--- config.mk ---
export PLATFORM = sky130hd
export DESIGN_NAME = serial_1011_detector
export DESIGN_NICKNAME = d
export VERILOG_FILES = /design/src/rtl/seqdet_pkg.sv /design/src/rtl/seqdet_early_fsm.sv /design/src/rtl/seqdet_late_fsm.sv /design/src/rtl/serial_1011_detector.sv
export SDC_FILE = /design/constraint.sdc
export NUM_CORES = 1
export LEC_CHECK = 0
export BUFFER_PORTS_ARGS = -buffer_cell sky130_fd_sc_hd__buf_2
export CORE_AREA = 2 2 39 41
export CTS_BUF_LIST = sky130_fd_sc_hd__clkbuf_8
export CTS_CLUSTER_SIZE = 20
export DETAILED_ROUTE_END_ITERATION = 12
export DIE_AREA = 0 0 41 43
export GPL_ROUTABILITY_DRIVEN = 0
export PLACE_DENSITY = 0.41
export SYNTH_ARGS = -nofsm -noshare
export SYNTH_HDL_FRONTEND = slang
export SYNTH_SLANG_ARGS = --single-unit
--- constraint.sdc ---
create_clock -name clk -period 2.04 [get_ports clk]
set_input_delay 0 -clock clk [delete_from_list [all_inputs] [get_ports clk]]
set_output_delay 0 -clock clk [all_outputs]
set_load 0.02 [all_outputs]
--- src/rtl/seqdet_pkg.sv ---
package seqdet_pkg;
  // Progress through 1011 for the same-cycle machine
  typedef enum logic [1:0] {
    ES_NONE  = 2'd0,
    ES_ONE   = 2'd1,
    ES_ONEZ  = 2'd2,
    ES_NEAR  = 2'd3
  } early_st_t;

  // Progress through 1011 for the state-decoded machine
  typedef enum logic [2:0] {
    LS_NONE  = 3'd0,
    LS_ONE   = 3'd1,
    LS_ONEZ  = 3'd2,
    LS_NEAR  = 3'd3,
    LS_ACC   = 3'd4
  } late_st_t;
endpackage

--- src/rtl/seqdet_early_fsm.sv ---
module seqdet_early_fsm
  import seqdet_pkg::*;
(
  input  logic clk,
  input  logic rst_n,
  input  logic bit_in,
  output logic hit
);
  early_st_t cur_q, nxt;

  always_comb begin
    nxt = cur_q;
    hit = 1'b0;
    case (cur_q)
      ES_NONE: nxt = bit_in ? ES_ONE  : ES_NONE;
      ES_ONE:  nxt = bit_in ? ES_ONE  : ES_ONEZ;
      ES_ONEZ: nxt = bit_in ? ES_NEAR : ES_NONE;
      ES_NEAR: begin
        nxt = bit_in ? ES_ONE : ES_ONEZ;
        hit = bit_in;
      end
      default: nxt = ES_NONE;
    endcase
  end

  always_ff @(posedge clk or negedge rst_n) begin
    if (!rst_n) cur_q <= ES_NONE;
    else        cur_q <= nxt;
  end
endmodule

--- src/rtl/seqdet_late_fsm.sv ---
module seqdet_late_fsm
  import seqdet_pkg::*;
(
  input  logic clk,
  input  logic rst_n,
  input  logic bit_in,
  output logic hit
);
  late_st_t cur_q, nxt;

  always_comb begin
    nxt = cur_q;
    case (cur_q)
      LS_NONE: nxt = bit_in ? LS_ONE  : LS_NONE;
      LS_ONE:  nxt = bit_in ? LS_ONE  : LS_ONEZ;
      LS_ONEZ: nxt = bit_in ? LS_NEAR : LS_NONE;
      LS_NEAR: nxt = bit_in ? LS_ACC  : LS_ONEZ;
      LS_ACC:  nxt = bit_in ? LS_ONE  : LS_ONEZ;
      default: nxt = LS_NONE;
    endcase
  end

  always_ff @(posedge clk or negedge rst_n) begin
    if (!rst_n) cur_q <= LS_NONE;
    else        cur_q <= nxt;
  end

  // Flag decoded from state only
  assign hit = (cur_q == LS_ACC);
endmodule

--- src/rtl/serial_1011_detector.sv ---
module serial_1011_detector (
  input  logic clk,
  input  logic rst_n,
  input  logic din,
  output logic hit_early,
  output logic hit_late
);
  seqdet_early_fsm u_early (
    .clk    (clk),
    .rst_n  (rst_n),
    .bit_in (din),
    .hit    (hit_early)
  );

  seqdet_late_fsm u_late (
    .clk    (clk),
    .rst_n  (rst_n),
    .bit_in (din),
    .hit    (hit_late)
  );
endmodule

# == Word level (Yosys, flattened, before mapping) ==
# Index checks and enable logic that the tools add are counted.
# W data, S select, Z words.
# word_totals
word_cells,23
in_bits,3
output_inout_bits,2
register_bits,5
# op_classes
n_mux,10
n_reduce_logical,4
eq_ne,7
# op_table
operator,count
$pmux W3 S4,1
$mux W2,4
$eq A3 B2 Y1 const B,2
$pmux W2 S3,1
$eq A2 B2 Y1 const B,2
$reduce_or A2 Y1,2
$eq A3 B1 Y1 const B,1
$eq A3 B3 Y1 const B,1
$logic_not A3 Y1,1
$mux W1,3
$mux W3,1
$eq A2 B1 Y1 const B,1
$logic_not A2 Y1,1

# == Depth between registers and ports, before layout ==
# depth
word_depth,3
ltp_mapped,3
depth_no_buf,2

# == Modules after synthesis ==
# Synthesis repeated with hierarchy kept, for this count alone.
# unflattened
cells_unflattened,18
area_unflattened_um2,217.7
# by_module_without_submodules
mod,cells_per_inst,instances,area_each_um2,seq_area_each_um2
seqdet_late_fsm,12,1,142.6,75.1
seqdet_early_fsm,6,1,75.1,50.0

# == Worst setup path before layout ==
# Ideal clock, no wire load.
# synth_path
path_type,reg2reg
startpoint,reg u_late.cur_q[2]
endpoint,reg u_late.cur_q[1]
stages_incl_launch_ff,3
arrival_time_ps,912
n_path_buf,0
required_time_ps,1909
period_less_slack_ps,1043
slack_ps,997
setup_ps,131
path_cell_list,dfrtp_1 > and4bb_1 > or3_1
# synth_via
elab_chain_cells,3
elab_cells_between_ends,7
classes_between,4 x eq/ne; 1 x mux; 2 x reduce/logical
# synth_lines
element,line_no,rtl
start: declaration,seqdet_late_fsm.sv:9,"late_st_t cur_q, nxt;"
start signal: assignment,seqdet_late_fsm.sv:25,else cur_q <= nxt;
$eq A3 B3 Y1 / $eq A3 B1 Y1 (equally long branches),seqdet_late_fsm.sv:13,case (cur_q)
$reduce_or A2 Y1 (no line),--,
$pmux W3 S4 (*),seqdet_late_fsm.sv:13,
named net u_late.nxt[1],seqdet_late_fsm.sv:9,
# The timed path passes the listed nets; every way through them passes the cells marked *.

# == Worst setup path after layout ==
# layout_path
startpoint,in din
endpoint,reg u_late.cur_q[1]
# layout_via
elab_chain_cells,2
elab_cells_between_ends,4
classes_between,4 x mux
# layout_lines
element,line_no,rtl
start: declaration,serial_1011_detector.sv:4,"input logic din,"
"$mux W2, or another cell as far along","seqdet_late_fsm.sv:15, seqdet_late_fsm.sv:18",
$pmux W3 S4 (*),seqdet_late_fsm.sv:13,
named net u_late.nxt[1],seqdet_late_fsm.sv:9,
# Marks and branches as above.

==> run summary <==
RSZ-0062 raised after global routing -> no
fmax -> 885.6 MHz
H-tree Lvls -> 1
outcome -> complete, no violations
Pins Over Slew Limit -> 0
final worst slack -> 910.9 ps
EDFF count, synth -> 0
maximum vdd drop -> 0.0003281 V
number of fill cells in the layout -> 148
Initial Util -> 0.1618
Fin Setup TNS -> 0 ps
worst slew pin tran -> 216.5 ps
Avg Vias per Cell -> 3.884
PD cells -> 981.9 nW/um^2
Power Total -> 314.5 uW
Final ANT Viol Nets -> 0
largest net degree at the start of global routing -> 10
Seq/Total Area, Yosys -> 0.5587
top cells by area, synth -> dfrtp_1 56%, nor3b_1 6.7%, and4bb_1 5.6%
grt ovf -> 0
Setup Buffers After CTS -> 0
Max Cap Violations -> 0
CP Launch Type -> primary input
Yosys top cell area share -> 0.5587
clock sink total -> 5
FF+latch count, synth -> 5
CP max-delay cell -> dlygate4sd3_1
share of cells above drive strength 1 -> 0.2963
Clock Skews -> 1.213 ps
Worst EP arrival -> 1220 ps
Via Count -> 167
die extent in x -> 41 um
initial antenna violation count -> 0
asr flop ratio synth -> 1.000
CP Cell Sequence -> dlygate4sd3_1 -> buf_2 -> and4bb_1 -> or3_1
Worst-path clk slew -> 30 ps
Iter 0 DRT Violations -> 1
WL/cell -> 9.349 um
vias in the first global route -> 176
delay of the slowest critical-path stage -> 530 ps
most common cell in the netlist -> dfrtp_1
Commonest cells post-synth -> 5 x dfrtp_1, 2 x nor3b_1
Worst-Skew Late Latency -> 220 ps
P_leak -> 0.1552 nW
Post-CTS Resized -> 0
syn_area_per_cell -> 11.79 um^2
Yosys cell types -> 14
cell row count -> 14
overall routing resource usage -> 0.06984
post-route minimum period -> 1129 ps
Placed Instance Area -> 255.2 um^2
critical path class -> in2reg
gate count of the mapped netlist -> 19
CORE AREA -> 1384 um^2
synthesized cell area -> 224.0 um^2
hold crit path type -> in2async
net count after synthesis -> 22
final net count -> 31
port buffer count -> 4
global-route wire length before repair -> 724 um
max_slew headroom -> 0.8537
Fin. Hold Viols -> 0
1st-pass router iterations -> 2
post-route cell area -> 320.3 um^2
root buffer cell -> clkbuf_8
Synth Flop Type -> dfrtp_1
post-cts hold buffer count -> 2
Syn. warnings -> 0
DRC -> 0
Tcrit/Tclk final -> 0.5535
Vert. Die Dim -> 43 um
CP required -> 2130 ps
Setup WS pre-CTS -> 935.9 ps
Critical Path Sink Type -> flop
die area -> 1763 um^2
TritonCTS clock tree -> yes
Ant. Diodes -> 0
final setup fails -> 0
Bufs on Longest Clock Path -> 2
multi-input combinational cell area -> 90.09 um^2
number of top-level pins -> 5
final WL -> 402 um
CP Max Fanout -> 9
post-synth top area cell -> dfrtp_1
area added between synthesis and finish -> 43.02%
CTS Buf Count -> 3
register area -> 125.1 um^2
==> layout make-up <==
type | count | share of cell area
multi-input cells | 12 | 0.2813
well taps | 16 | 0.06250
flip-flops and latches | 5 | 0.3906
clock buffers | 3 | 0.1289
repair buffers | 6 | 0.1250
clock inverters | 1 | 0.01172
==> registers in the layout, summed over array words and instances, names as in the netlist <==
signal,count
u_late.cur_q,3
u_early.cur_q,2
==> power by group <==
group / internal, mW / switching [mW] / leakage, nW / total [mW]
registers: 0.107 / 0.00892 / 0.0627 / 0.116
clock network: 0.129 / 0.0463 / 0.0269 / 0.175
logic: 0.0132 / 0.00992 / 0.0656 / 0.0231
==> logic make-up (layout without fill, tap and decap cells) <==
group | after synthesis | in the layout | share of synthesized area
multiplexers | 1 | 1 | 0.04469
flip-flops | 5 | 5 | 0.5587
AND/OR/NAND/NOR | 9 | 9 | 0.3017
AO/OA/AOI/OAI | 2 | 2 | 0.05586
buffers and inverters | 2 | 10 | 0.03907
==> final timing paths <==
| path | start | endpoint | slack (ps) | cells after the start |
|---|---|---|---|---|
| max in group asynchronous | rst_n | u_early.cur_q[0] | 1780 | 2 |
| hold reg to reg | u_early.cur_q[0] | u_early.cur_q[1] | 480 | 1 |
| hold / removal | rst_n | u_late.cur_q[1] | 130 | 2 |
| setup reg to reg | u_late.cur_q[2] | u_late.cur_q[1] | 930 | 2 |
| setup / recovery | din | u_late.cur_q[1] | 910 | 4 |
| min in group clk | u_early.cur_q[0] | u_early.cur_q[1] | 480 | 1 |
==> worst max-delay path, delay by kind of cell <==
kind,cells,cell delay [ps]
and+or+nand+nor,2,520
buffers and inverters,2,700
==> per-stage QoR <==
step,instances,util,hold slack (ps)
6_report,43,0.2315,134.6
2_1_floorplan,19,-,-295.6
3_5_place_dp,37,0.1844,-184.7
3_3_place_gp,37,0.1844,-185.2
5_1_grt,43,0.2315,147.6
4_1_cts,43,0.2315,127.8
==> layer usage <==
layer,vias up,global-route usage,wire length (um)
met1,78,0.07591,211
met4,0,0.06000,0
met2,5,0.07813,164
li1,84,-,-
met3,0,0.06283,26
met5,-,0,0
==> cells in the final DEF (no fill, tap or decap) <==
master | Yosys | routed
nand2_1 | 1 | 1
inv_1 | 0 | 1
clkbuf_8 | 0 | 3
or3_1 | 1 | 1
buf_2 | 0 | 4
and4bb_1 | 1 | 1
o21a_1 | 1 | 1
dlygate4sd3_1 | 0 | 2
nor2_1 | 1 | 1
and3_1 | 1 | 1
dfrtp_1 | 5 | 5
nor3b_1 | 2 | 2
nor4b_1 | 1 | 1
mux2i_1 | 1 | 1
and4b_2 | 1 | 1
a21oi_1 | 1 | 1
Power figures use the tool's default switching activity.
